$ cat src/rtl/cmp3b_pkg.sv
package cmp3b_pkg;

  typedef enum logic [1:0] {
    BAND_LOW  = 2'd0,
    BAND_MID  = 2'd1,
    BAND_HIGH = 2'd2,
    BAND_NONE = 2'd3
  } band_e;

  // hyst: qualify by opposite band; once: fire only on band entry
  typedef struct packed {
    logic  hyst;
    logic  once;
    band_e band;
  } mode_t;

  localparam logic [3:0] MODE_OFF = 4'h3;

endpackage

$ cat src/rtl/cmp3b_classify.sv
module cmp3b_classify
  import cmp3b_pkg::*;
#(
  parameter int DW = 12
) (
  input  logic [DW-1:0] value,
  input  logic [DW-1:0] lo_thr,
  input  logic [DW-1:0] hi_thr,
  output band_e         band
);

  always_comb begin
    if (value <= lo_thr)      band = BAND_LOW;
    else if (value <= hi_thr) band = BAND_MID;
    else                      band = BAND_HIGH;
  end

endmodule

$ cat src/rtl/cmp3b_path.sv
module cmp3b_path
  import cmp3b_pkg::*;
(
  input  logic  clk,
  input  logic  rst_n,
  input  logic  smp_en,
  input  band_e band,
  input  mode_t mode,
  input  logic  hist_clr,
  output logic  fire
);

  band_e prev_q;
  logic  armed_q;
  logic  armed_d;
  logic  hyst_on;
  logic  in_sel;
  band_e opp;

  always_comb begin
    in_sel  = (mode.band != BAND_NONE) && (band == mode.band);
    hyst_on = mode.hyst && ((mode.band == BAND_LOW) || (mode.band == BAND_HIGH));
    case (mode.band)
      BAND_LOW:  opp = BAND_HIGH;
      BAND_HIGH: opp = BAND_LOW;
      default:   opp = BAND_NONE;
    endcase
    fire = smp_en && in_sel && (!mode.once || (band != prev_q)) && (!hyst_on || armed_q);
    if (!hyst_on)                 armed_d = 1'b0;
    else if (band == opp)         armed_d = 1'b1;
    else if (band == BAND_MID)    armed_d = 1'b0;
    else if (fire && mode.once)   armed_d = 1'b0;
    else                          armed_d = armed_q;
  end

  always_ff @(posedge clk or negedge rst_n) begin
    if (!rst_n) begin
      prev_q  <= BAND_NONE;
      armed_q <= 1'b0;
    end else if (hist_clr) begin
      prev_q  <= BAND_NONE;
      armed_q <= 1'b0;
    end else if (smp_en) begin
      prev_q  <= band;
      armed_q <= armed_d;
    end
  end

  // a history clear leaves the path unknown and disarmed
  p_hist_clear_r11: assert property (@(posedge clk) disable iff (!rst_n)
    hist_clr |=> (prev_q == BAND_NONE) && !armed_q);

  // an opposite-band sample arms a hysteresis path
  p_arm_on_opposite_r5: assert property (@(posedge clk) disable iff (!rst_n)
    (smp_en && !hist_clr && hyst_on && (band == opp)) |=> armed_q);

  // a once path records the band it just saw
  p_prev_tracks_r4: assert property (@(posedge clk) disable iff (!rst_n)
    (smp_en && !hist_clr) |=> (prev_q == $past(band)));

endmodule

$ cat src/rtl/cmp3band_bank.sv
module cmp3band_bank
  import cmp3b_pkg::*;
#(
  parameter int NUM_CMP = 8,   // power of two, at most DW
  parameter int DW      = 12,  // at least 8
  localparam int IW     = (NUM_CMP > 1) ? $clog2(NUM_CMP) : 1,
  localparam int AW     = IW + 3
) (
  input  logic               clk,
  input  logic               rst_n,
  input  logic               s_valid,
  output logic               s_ready,
  input  logic [IW-1:0]      s_idx,
  input  logic [DW-1:0]      s_data,
  input  logic               reg_wr,
  input  logic [AW-1:0]      reg_addr,
  input  logic [DW-1:0]      reg_wdata,
  output logic [DW-1:0]      reg_rdata,
  output logic [NUM_CMP-1:0] trig_pulse,
  output logic [NUM_CMP-1:0] irq_status
);

  logic [DW-1:0] lo_thr    [NUM_CMP];
  logic [DW-1:0] hi_thr    [NUM_CMP];
  mode_t         trig_mode [NUM_CMP];
  mode_t         irq_mode  [NUM_CMP];

  logic          glb;
  logic [IW-1:0] widx;
  logic [1:0]    rsel;
  logic          st_clr;
  band_e         band_now;

  logic [NUM_CMP-1:0] trig_fire, irq_fire;
  logic [NUM_CMP-1:0] trig_q, irq_q;

  assign s_ready = 1'b1;
  assign glb     = reg_addr[AW-1];
  assign widx    = reg_addr[IW+1:2];
  assign rsel    = reg_addr[1:0];
  assign st_clr  = reg_wr && glb;

  cmp3b_classify #(.DW(DW)) u_cls (
    .value  (s_data),
    .lo_thr (lo_thr[s_idx]),
    .hi_thr (hi_thr[s_idx]),
    .band   (band_now)
  );

  for (genvar k = 0; k < NUM_CMP; k++) begin : g_cmp
    logic hit;
    logic clr_sel;
    assign hit     = s_valid && (s_idx == IW'(k));
    assign clr_sel = reg_wr && !glb && (widx == IW'(k)) && (rsel == 2'd3);

    cmp3b_path u_trig (
      .clk      (clk),
      .rst_n    (rst_n),
      .smp_en   (hit),
      .band     (band_now),
      .mode     (trig_mode[k]),
      .hist_clr (clr_sel && reg_wdata[0]),
      .fire     (trig_fire[k])
    );

    cmp3b_path u_irq (
      .clk      (clk),
      .rst_n    (rst_n),
      .smp_en   (hit),
      .band     (band_now),
      .mode     (irq_mode[k]),
      .hist_clr (clr_sel && reg_wdata[1]),
      .fire     (irq_fire[k])
    );
  end

  always_ff @(posedge clk or negedge rst_n) begin
    if (!rst_n) begin
      for (int k = 0; k < NUM_CMP; k++) begin
        lo_thr[k]    <= '0;
        hi_thr[k]    <= '0;
        trig_mode[k] <= mode_t'(MODE_OFF);
        irq_mode[k]  <= mode_t'(MODE_OFF);
      end
    end else if (reg_wr && !glb) begin
      case (rsel)
        2'd0: lo_thr[widx] <= reg_wdata;
        2'd1: hi_thr[widx] <= reg_wdata;
        2'd2: begin
          trig_mode[widx] <= mode_t'(reg_wdata[3:0]);
          irq_mode[widx]  <= mode_t'(reg_wdata[7:4]);
        end
        default: ;
      endcase
    end
  end

  always_ff @(posedge clk or negedge rst_n) begin
    if (!rst_n) begin
      trig_q <= '0;
      irq_q  <= '0;
    end else begin
      trig_q <= trig_fire;
      irq_q  <= irq_fire | (irq_q & ~(st_clr ? reg_wdata[NUM_CMP-1:0] : '0));
    end
  end

  assign trig_pulse = trig_q;
  assign irq_status = irq_q;

  always_comb begin
    reg_rdata = '0;
    if (glb) begin
      reg_rdata[NUM_CMP-1:0] = irq_q;
    end else begin
      case (rsel)
        2'd0: reg_rdata = lo_thr[widx];
        2'd1: reg_rdata = hi_thr[widx];
        2'd2: reg_rdata[7:0] = {irq_mode[widx], trig_mode[widx]};
        default: ;
      endcase
    end
  end

  // only one sample per cycle, so at most one pulse
  p_trig_onehot_r2: assert property (@(posedge clk) disable iff (!rst_n)
    $onehot0(trig_pulse));

  // a pulse always follows an accepted sample
  p_trig_after_valid_r2: assert property (@(posedge clk) disable iff (!rst_n)
    (|trig_pulse) |-> $past(s_valid));

  // status bits only fall through a status write
  p_irq_sticky_r10: assert property (@(posedge clk) disable iff (!rst_n)
    !st_clr |=> (($past(irq_q) & ~irq_q) == '0));

endmodule

$ cat config.mk
export PLATFORM = sky130hd
export DESIGN_NAME = cmp3band_bank
export DESIGN_NICKNAME = d
export VERILOG_FILES = /design/src/rtl/cmp3b_pkg.sv /design/src/rtl/cmp3b_classify.sv /design/src/rtl/cmp3b_path.sv /design/src/rtl/cmp3band_bank.sv
export SDC_FILE = /design/constraint.sdc
export NUM_CORES = 1
export LEC_CHECK = 0
export CORE_MARGIN = 1.5
export CORE_UTILIZATION = 45
export CTS_CLUSTER_DIAMETER = 100
export DETAILED_ROUTE_END_ITERATION = 8
export PLACE_DENSITY = 0.67
export RECOVER_POWER = 100
export SKIP_CTS_REPAIR_TIMING = 1
export SYNTH_ARGS = -nofsm -noshare
export SYNTH_HDL_FRONTEND = slang
export SYNTH_SLANG_ARGS = --single-unit
$ cat constraint.sdc
create_clock -name clk -period 7.42 [get_ports clk]
set_input_delay 1.484 -clock clk [delete_from_list [all_inputs] [get_ports clk]]
set_output_delay 1.484 -clock clk [all_outputs]
set_load 0.005 [all_outputs]
# Word level (Yosys, flattened, before mapping)

Cells that the tools add are included.

Input bits: 37
Logic and storage cells: 665
Flip-flop bits (word level): 320

Reductions and logical operators: 274
Multiplexer cells: 169
Equal/unequal tests: 114
Bitwise operators: 5
$lt $le $gt $ge: 5

Operators by type and width:

| cell                                           | count |
|---|---|
| bitwise mux 96 bit                             | 2 |
| binary-select mux 12 bit (select 3 bit)        | 4 |
| logical AND 1 bit                              | 139 |
| 2-to-1 mux 12 bit                              | 9 |
| 2-to-1 mux 1 bit                               | 96 |
| != test 5 x 4 -> 1 bit (second input constant) | 15 |
| bitwise mux 32 bit                             | 2 |
| == test 2 bit                                  | 32 |
| case mux 2 bit (2 select lines)                | 16 |
| 2-to-1 mux 2 bit                               | 26 |
| logical OR 1 bit                               | 48 |
| AND reduction 2 bit                            | 19 |
| demux 12 bit (select 3 bit)                    | 1 |
| == test 2 bit (second input constant)          | 18 |
| logical NOT 2 bit                              | 17 |
| logical NOT 1 bit                              | 33 |
| != test 2 bit                                  | 16 |
| != test 2 bit (second input constant)          | 16 |
| nonzero test 2 bit                             | 16 |
| binary-select mux 4 bit (select 3 bit)         | 2 |
| == test 3 bit (second input constant)          | 8 |
| less-or-equal comparator 12 bit                | 2 |
| 2-to-1 mux 4 bit                               | 6 |
| case mux 8 bit (3 select lines)                | 1 |
| other kinds (14)                               | 23 |

# Depth between registers and ports, before layout

Word-level depth: 19
Gate-level depth with buffers: 16
Mapped depth without buffers: 11

# Cells and area by module

A second synthesis with hierarchy kept.

Cells, all modules: 1519
Area total of the unflattened synthesis: 18890.6 µm²

Modules (own cells, without submodules):

| module         | area each (µm²) | times used | cells each | seq. area each (µm²) |
|---|---|---|---|---|
| cmp3band_bank  | 14377.5         | 1          | 1032       | 6846.6 |
| cmp3b_path     | 244.0           | 16         | 25         | 77.6 |
| cmp3b_classify | 609.3           | 1          | 87         | 0.0 |

# Least setup slack after synthesis

OpenSTA, ideal clock, no wires.

Path type: input port to flip-flop
Start: input s_idx[0]
End: register g_cmp[0].u_irq.armed_q
Arrival: 4.938 ns
Path buffers: 3
Slack: 2.341 ns
Stages on the path: 14
Path through: clkbuf_1 > buf_1 > mux4_2 > mux2i_1 > ha_1 > a21o_1 > a21o_1 > a21o_1 > o31a_1 > buf_6 > or4b_1 > a31oi_1 > and3b_1 > nor3_1

Word-level cells in the longest chain between the ends: 15
Elaborated cells between the ends (all ways): 31
Those cells by class: order compare: 2; eq/ne: 5; mux: 13; bitwise: 1; reduce/logical: 10

Ends and longest elaborated chain:

| what                                                  | line                                     | RTL |
|---|---|---|
| from (decl)                                           | cmp3band_bank.sv:13                      | `input logic [IW-1:0] s_idx,` |
| NOT 3 -> 4 bit (implied by the code)                  | cmp3band_bank.sv:45, cmp3band_bank.sv:46 |  |
| binary-select mux 12 bit (select 3 bit)               | cmp3band_bank.sv:46                      | `.hi_thr (hi_thr[s_idx]),` |
| 2-to-1 mux 12 bit (implied by the code) (2 in series) | cmp3band_bank.sv:46                      |  |
| less-or-equal comparator 12 bit                       | cmp3b_classify.sv:14                     | `else if (value <= hi_thr) band = BAND_MID;` |
| 2-to-1 mux 2 bit                                      | cmp3b_classify.sv:14                     |  |
| 2-to-1 mux 2 bit                                      | cmp3b_classify.sv:13                     | `if (value <= lo_thr) band = BAND_LOW;` |
| == test 2 bit                                         | cmp3b_path.sv:21                         | `in_sel = (mode.band != BAND_NONE) && (band == mode.band);` |
| logical AND 1 bit                                     | cmp3b_path.sv:21                         |  |
| logical AND 1 bit (3 in series)                       | cmp3b_path.sv:28                         | `fire = smp_en && in_sel && (!mode.once \|\| (band != prev_q)) && (!hyst_on \|\| armed_q);` |
| logical AND 1 bit                                     | cmp3b_path.sv:32                         | `else if (fire && mode.once) armed_d = 1'b0;` |
| != test 5 x 4 -> 1 bit (no source line)               | -                                        |  |
| AND reduction 2 bit (no source line)                  | -                                        |  |
| to (signal assigned)                                  | cmp3b_path.sv:45                         | `armed_q <= armed_d;` |
| to (decl)                                             | cmp3b_path.sv:14                         | `logic armed_q;` |

Parallel ways exist; a longest one is shown, timed or not. The select of a mux whose other input is x is not followed.
A chain may end at the register's enable or synchronous reset.

# Worst setup path in the final report

Start: input reg_addr[2]
End: output reg_rdata[5]

Word-level cells in the longest chain between the ends: 6
Elaborated cells between the ends (all ways): 12
Those cells by class: mux: 11; bitwise: 1

Ends and longest elaborated chain:

| what                                                                               | line                                                             | RTL |
|---|---|---|
| from (decl)                                                                        | cmp3band_bank.sv:16                                              | `input logic [AW-1:0] reg_addr,` |
| NOT 3 -> 4 bit (implied by the code) *                                             | cmp3band_bank.sv:117, cmp3band_bank.sv:118, cmp3band_bank.sv:119 |  |
| binary-select mux 4 bit (select 3 bit), or another cell as far along               | cmp3band_bank.sv:119                                             | `2'd2: reg_rdata[7:0] = {irq_mode[widx], trig_mode[widx]};` |
| 2-to-1 mux 4 bit (implied by the code), or another cell as far along (2 in series) | cmp3band_bank.sv:119                                             |  |
| case mux 8 bit (3 select lines) *                                                  | cmp3band_bank.sv:116                                             | `case (rsel)` |
| 2-to-1 mux 8 bit *                                                                 | cmp3band_bank.sv:113                                             | `if (glb) begin` |
| to (decl)                                                                          | cmp3band_bank.sv:18                                              | `output logic [DW-1:0] reg_rdata,` |

Mark *: on every way between the ends. The rest lies on a longest branch, timed or not. The select of a mux whose other input is x is not followed.

==> out/qor.json <==
{
  "maximum_fanout_count_along_the_critical_path": {"value": 46},
  "first_global_vias": {"value": 12500},
  "port_buffers": {"value": 64},
  "final_antenna_net_count": {"value": 0},
  "root_buffer": {"value": "clkbuf_16"},
  "place_area": {"value": 19100, "unit": "um^2"},
  "flow.area_growth_from_synthesis": {"value": 12.5, "unit": "%"},
  "r2r.worst_path.cells": {"value": 12},
  "grt_pass1_wl": {"value": 77600, "unit": "um"},
  "fmax": {"value": 156, "unit": "MHz"},
  "synth.area.top_cells": {"value": "dfrtp_1 (36%), mux2_2 (16%), mux4_2 (16%), dfstp_2 (9.4%), mux2i_1 (1.9%)"},
  "grt_start_max_net_pins": {"value": 130},
  "finalPower": {"value": 5.39, "unit": "mW"},
  "cp-startpoint": {"value": "reg_addr[2]"},
  "timing.critical_path.to": {"value": "reg_rdata[5]"},
  "final-setup-viol-count": {"value": 0},
  "worstReg2RegStart": {"value": "hi_thr[9]$_DFFE_PN0P_"},
  "setup_slack_placement": {"value": 1.37, "unit": "ns"},
  "worst_clock_skew": {"value": 0.0274, "unit": "ns"},
  "layout_cells_sized_above_1": {"value": 0.369},
  "postSynth.asyncResetShare": {"value": 1.00},
  "synthesis.instances": {"value": 1394},
  "grtUsageMet3": {"value": 0.0507},
  "drt_first_iter_violations": {"value": 1019},
  "layout.filler_cells": {"value": 3388},
  "count_of_distinct_cell_types_in_the_synthesized_netlist": {"value": 55},
  "row_count": {"value": 73},
  "postSynth.topFlopCell": {"value": "dfrtp_1"},
  "final_hold_viol_count": {"value": 0},
  "final_max_slew_viol_count": {"value": 316},
  "cts_tree": {"value": "yes"},
  "drt_first_pass_iters": {"value": 5},
  "p_leak": {"value": 8.42, "unit": "nW"},
  "globalplace.congestion": {"value": 0.825},
  "layout.core_utilization": {"value": 0.511},
  "non_filler_instances": {"value": 1981},
  "worst_hold_slack": {"value": 0.505, "unit": "ns"},
  "final.min_clock_period": {"value": 6.40, "unit": "ns"},
  "final_net_count": {"value": 1490},
  "vias_per_cell": {"value": 6.34},
  "floorplan.core_area": {"value": 39500, "unit": "um^2"},
  "groute.layer.met1.usage": {"value": 0.340},
  "number_of_antenna_diodes": {"value": 0},
  "synth_fp_nets": {"value": 1455},
  "critPathRequiredTime": {"value": 5.94, "unit": "ns"},
  "synth_edf_count": {"value": 0},
  "rr_endpoint": {"value": "trig_pulse[3]$_DFF_PN0_"},
  "maximum_root_to_sink_buffer_count": {"value": 3},
  "grt_util_all_layers": {"value": 0.249},
  "num_ports": {"value": 66},
  "max_ir_drop_vdd": {"value": 0.000209, "unit": "V"},
  "cell_area_after_layout": {"value": 20200, "unit": "um^2"},
  "clk_transition_reported_paths": {"value": 0.05, "unit": "ns"},
  "cp.arrival": {"value": 4.92, "unit": "ns"},
  "fraction_of_synthesized_cell_area_taken_by_the_top_area_cell_type": {"value": 0.357},
  "ys_seq_elements": {"value": 320},
  "run_status": {"value": "complete, but fails checks"},
  "grt_antenna_before_repair": {"value": 1},
  "final.setup.tns": {"value": 0, "unit": "ns"},
  "drcViolationCount": {"value": 0},
  "floorplan.die.width": {"value": 203, "unit": "um"},
  "commonest_cells_after_routing_fill_and_taps_aside": {"value": "mux2_2 (259), dfrtp_1 (256), mux4_2 (124)"},
  "synth.yosys.warnings": {"value": 0},
  "failed_checks": {"value": "capacitance limit, slew limit"},
  "initial_core_utilization": {"value": 0.454},
  "globalRoute.totalOverflow": {"value": 0},
  "wirelength": {"value": 50300, "unit": "um"},
  "cellPowerDensity": {"value": 267, "unit": "nW/um^2"},
  "sequential_element_share_of_the_synthesized_area": {"value": 0.450},
  "mostFrequentLayoutCell": {"value": "mux2_2"},
  "slew_headroom": {"value": -1.30},
  "reg2reg_slack": {"value": 3.19, "unit": "ns"},
  "place_hpwl": {"value": 32700, "unit": "um"},
  "final_min_period_over_clock_period": {"value": 0.863},
  "holdCritPathClass": {"value": "reg2reg"},
  "clock_sink_count": {"value": 320},
  "timing.final.ws_setup": {"value": 1.02, "unit": "ns"},
  "syn_area_per_cell": {"value": 12.9, "unit": "um^2"},
  "tightest_slew": {"value": 3.46, "unit": "ns"},
  "maxCapViolCount": {"value": 5},
  "rsz_0062_raised_after_global_routing": {"value": "false"},
  "cts_buffers": {"value": 38},
  "synth_area": {"value": 18000, "unit": "um^2"},
  "detailroute.via_count": {"value": 12600},
  "die_height": {"value": 203, "unit": "um"},
  "global_route.usage.met2": {"value": 0.400},
  "die_area": {"value": 41100, "unit": "um^2"},
  "synth_area_leader_cell": {"value": "dfrtp_1"},
  "htreeDepth": {"value": 2},
  "grt_most_used_layer": {"value": "met2"},
  "drt-wirelength-per-cell": {"value": 25.4, "unit": "um"},
  "dp.cells": {"value": 1914},
  "clock_insertion_delay_worst_skew": {"value": 0.56, "unit": "ns"},
  "cp-start-kind": {"value": "input pin"},
  "path_class": {"value": "in2out"},
  "end_kind": {"value": "primary output"}
}
[worst min path at each step]
stage,start,cells past startpoint,to,slack [ns]
3_5_place_dp,irq_status[7]$_DFF_PN0_,2,irq_status[7]$_DFF_PN0_,0.50
6_report,irq_status[7]$_DFF_PN0_,2,irq_status[7]$_DFF_PN0_,0.51
5_1_grt,g_cmp[1].u_trig.prev_q[0]$_DFFE_PN1P_,2,g_cmp[1].u_trig.prev_q[0]$_DFFE_PN1P_,0.53
3_3_place_gp,irq_status[7]$_DFF_PN0_,2,irq_status[7]$_DFF_PN0_,0.48
4_1_cts,irq_status[7]$_DFF_PN0_,2,irq_status[7]$_DFF_PN0_,0.52
2_1_floorplan,trig_mode[14]$_DFFE_PN0P_,1,trig_pulse[4]$_DFF_PN0_,0.47
[sequential cells by signal, indices dropped and copies added (netlist names)]
| name | count |
|---|---|
| g_cmp.u_trig.armed_q | 8 |
| trig_mode | 32 |
| irq_status | 8 |
| trig_pulse | 8 |
| hi_thr | 96 |
| irq_mode | 32 |
| g_cmp.u_trig.prev_q | 16 |
| g_cmp.u_irq.armed_q | 8 |
| lo_thr | 96 |
| g_cmp.u_irq.prev_q | 16 |
[cell type report]
class                           count  area, um^2  share of cell area
Sequential cell                   320        8090               0.400
Timing Repair Buffer              101         835              0.0413
Clock inverter                     10         113             0.00557
Tap cell                          525         657              0.0325
Inverter                           29         109             0.00539
Clock buffer                       57        1120              0.0556
Multi-Input combinational cell    939        9280               0.459
[cells in the mapped netlist, types with 4 or more instances]
cell type / count
a31oi_1: 18
o41ai_1: 8
mux4_2: 124
nand4_1: 14
clkbuf_1: 58
a21o_1: 6
or4b_1: 5
nor4b_1: 8
o22ai_1: 8
buf_4: 5
nand2b_1: 19
o21ai_0: 52
or3_1: 4
and3b_1: 5
buf_2: 27
o211ai_1: 11
a32o_1: 8
nor3b_1: 12
nand3_1: 16
nand2_1: 67
inv_1: 28
nor3_1: 10
a21oi_2: 4
a221oi_1: 15
a21oi_1: 62
and2_1: 5
nor4_1: 9
nor2_1: 64
dfstp_2: 64
buf_1: 12
a22o_1: 8
mux2_2: 259
mux2i_1: 34
ha_1: 24
nand3b_1: 13
buf_6: 4
dfrtp_1: 256
or3b_1: 8
nor2b_1: 12
o21ai_1: 4
[critical path, cell delays in order]
cell	delay, ns
buf_4	0.70
clkbuf_1	0.56
mux4_2	0.58
mux4_2	0.48
a221oi_1	0.29
a21oi_1	0.16
dlygate4sd3_1	0.63
[power by group]
group / internal [mW] / switching, mW
Clock: 1.12 / 0.751
Combinational: 0.598 / 0.594
Sequential: 2.08 / 0.252
[logic make-up after synthesis]
family,share of synthesized area
adders and majority gates,0.0167
and+or+nand+nor,0.0830
buffers and inverters,0.0328
muxes,0.337
DFF,0.450
AOI/OAI and AO/OA,0.0801
other,0.000209
[per-layer routing]
layer / vias to the layer above / wire length [um]
met5: - / 13
li1: 5408 / -
met4: 2 / 1350
met1: 6579 / 20900
met2: 466 / 24200
met3: 95 / 3860
Power figures use the tool's default switching activity.
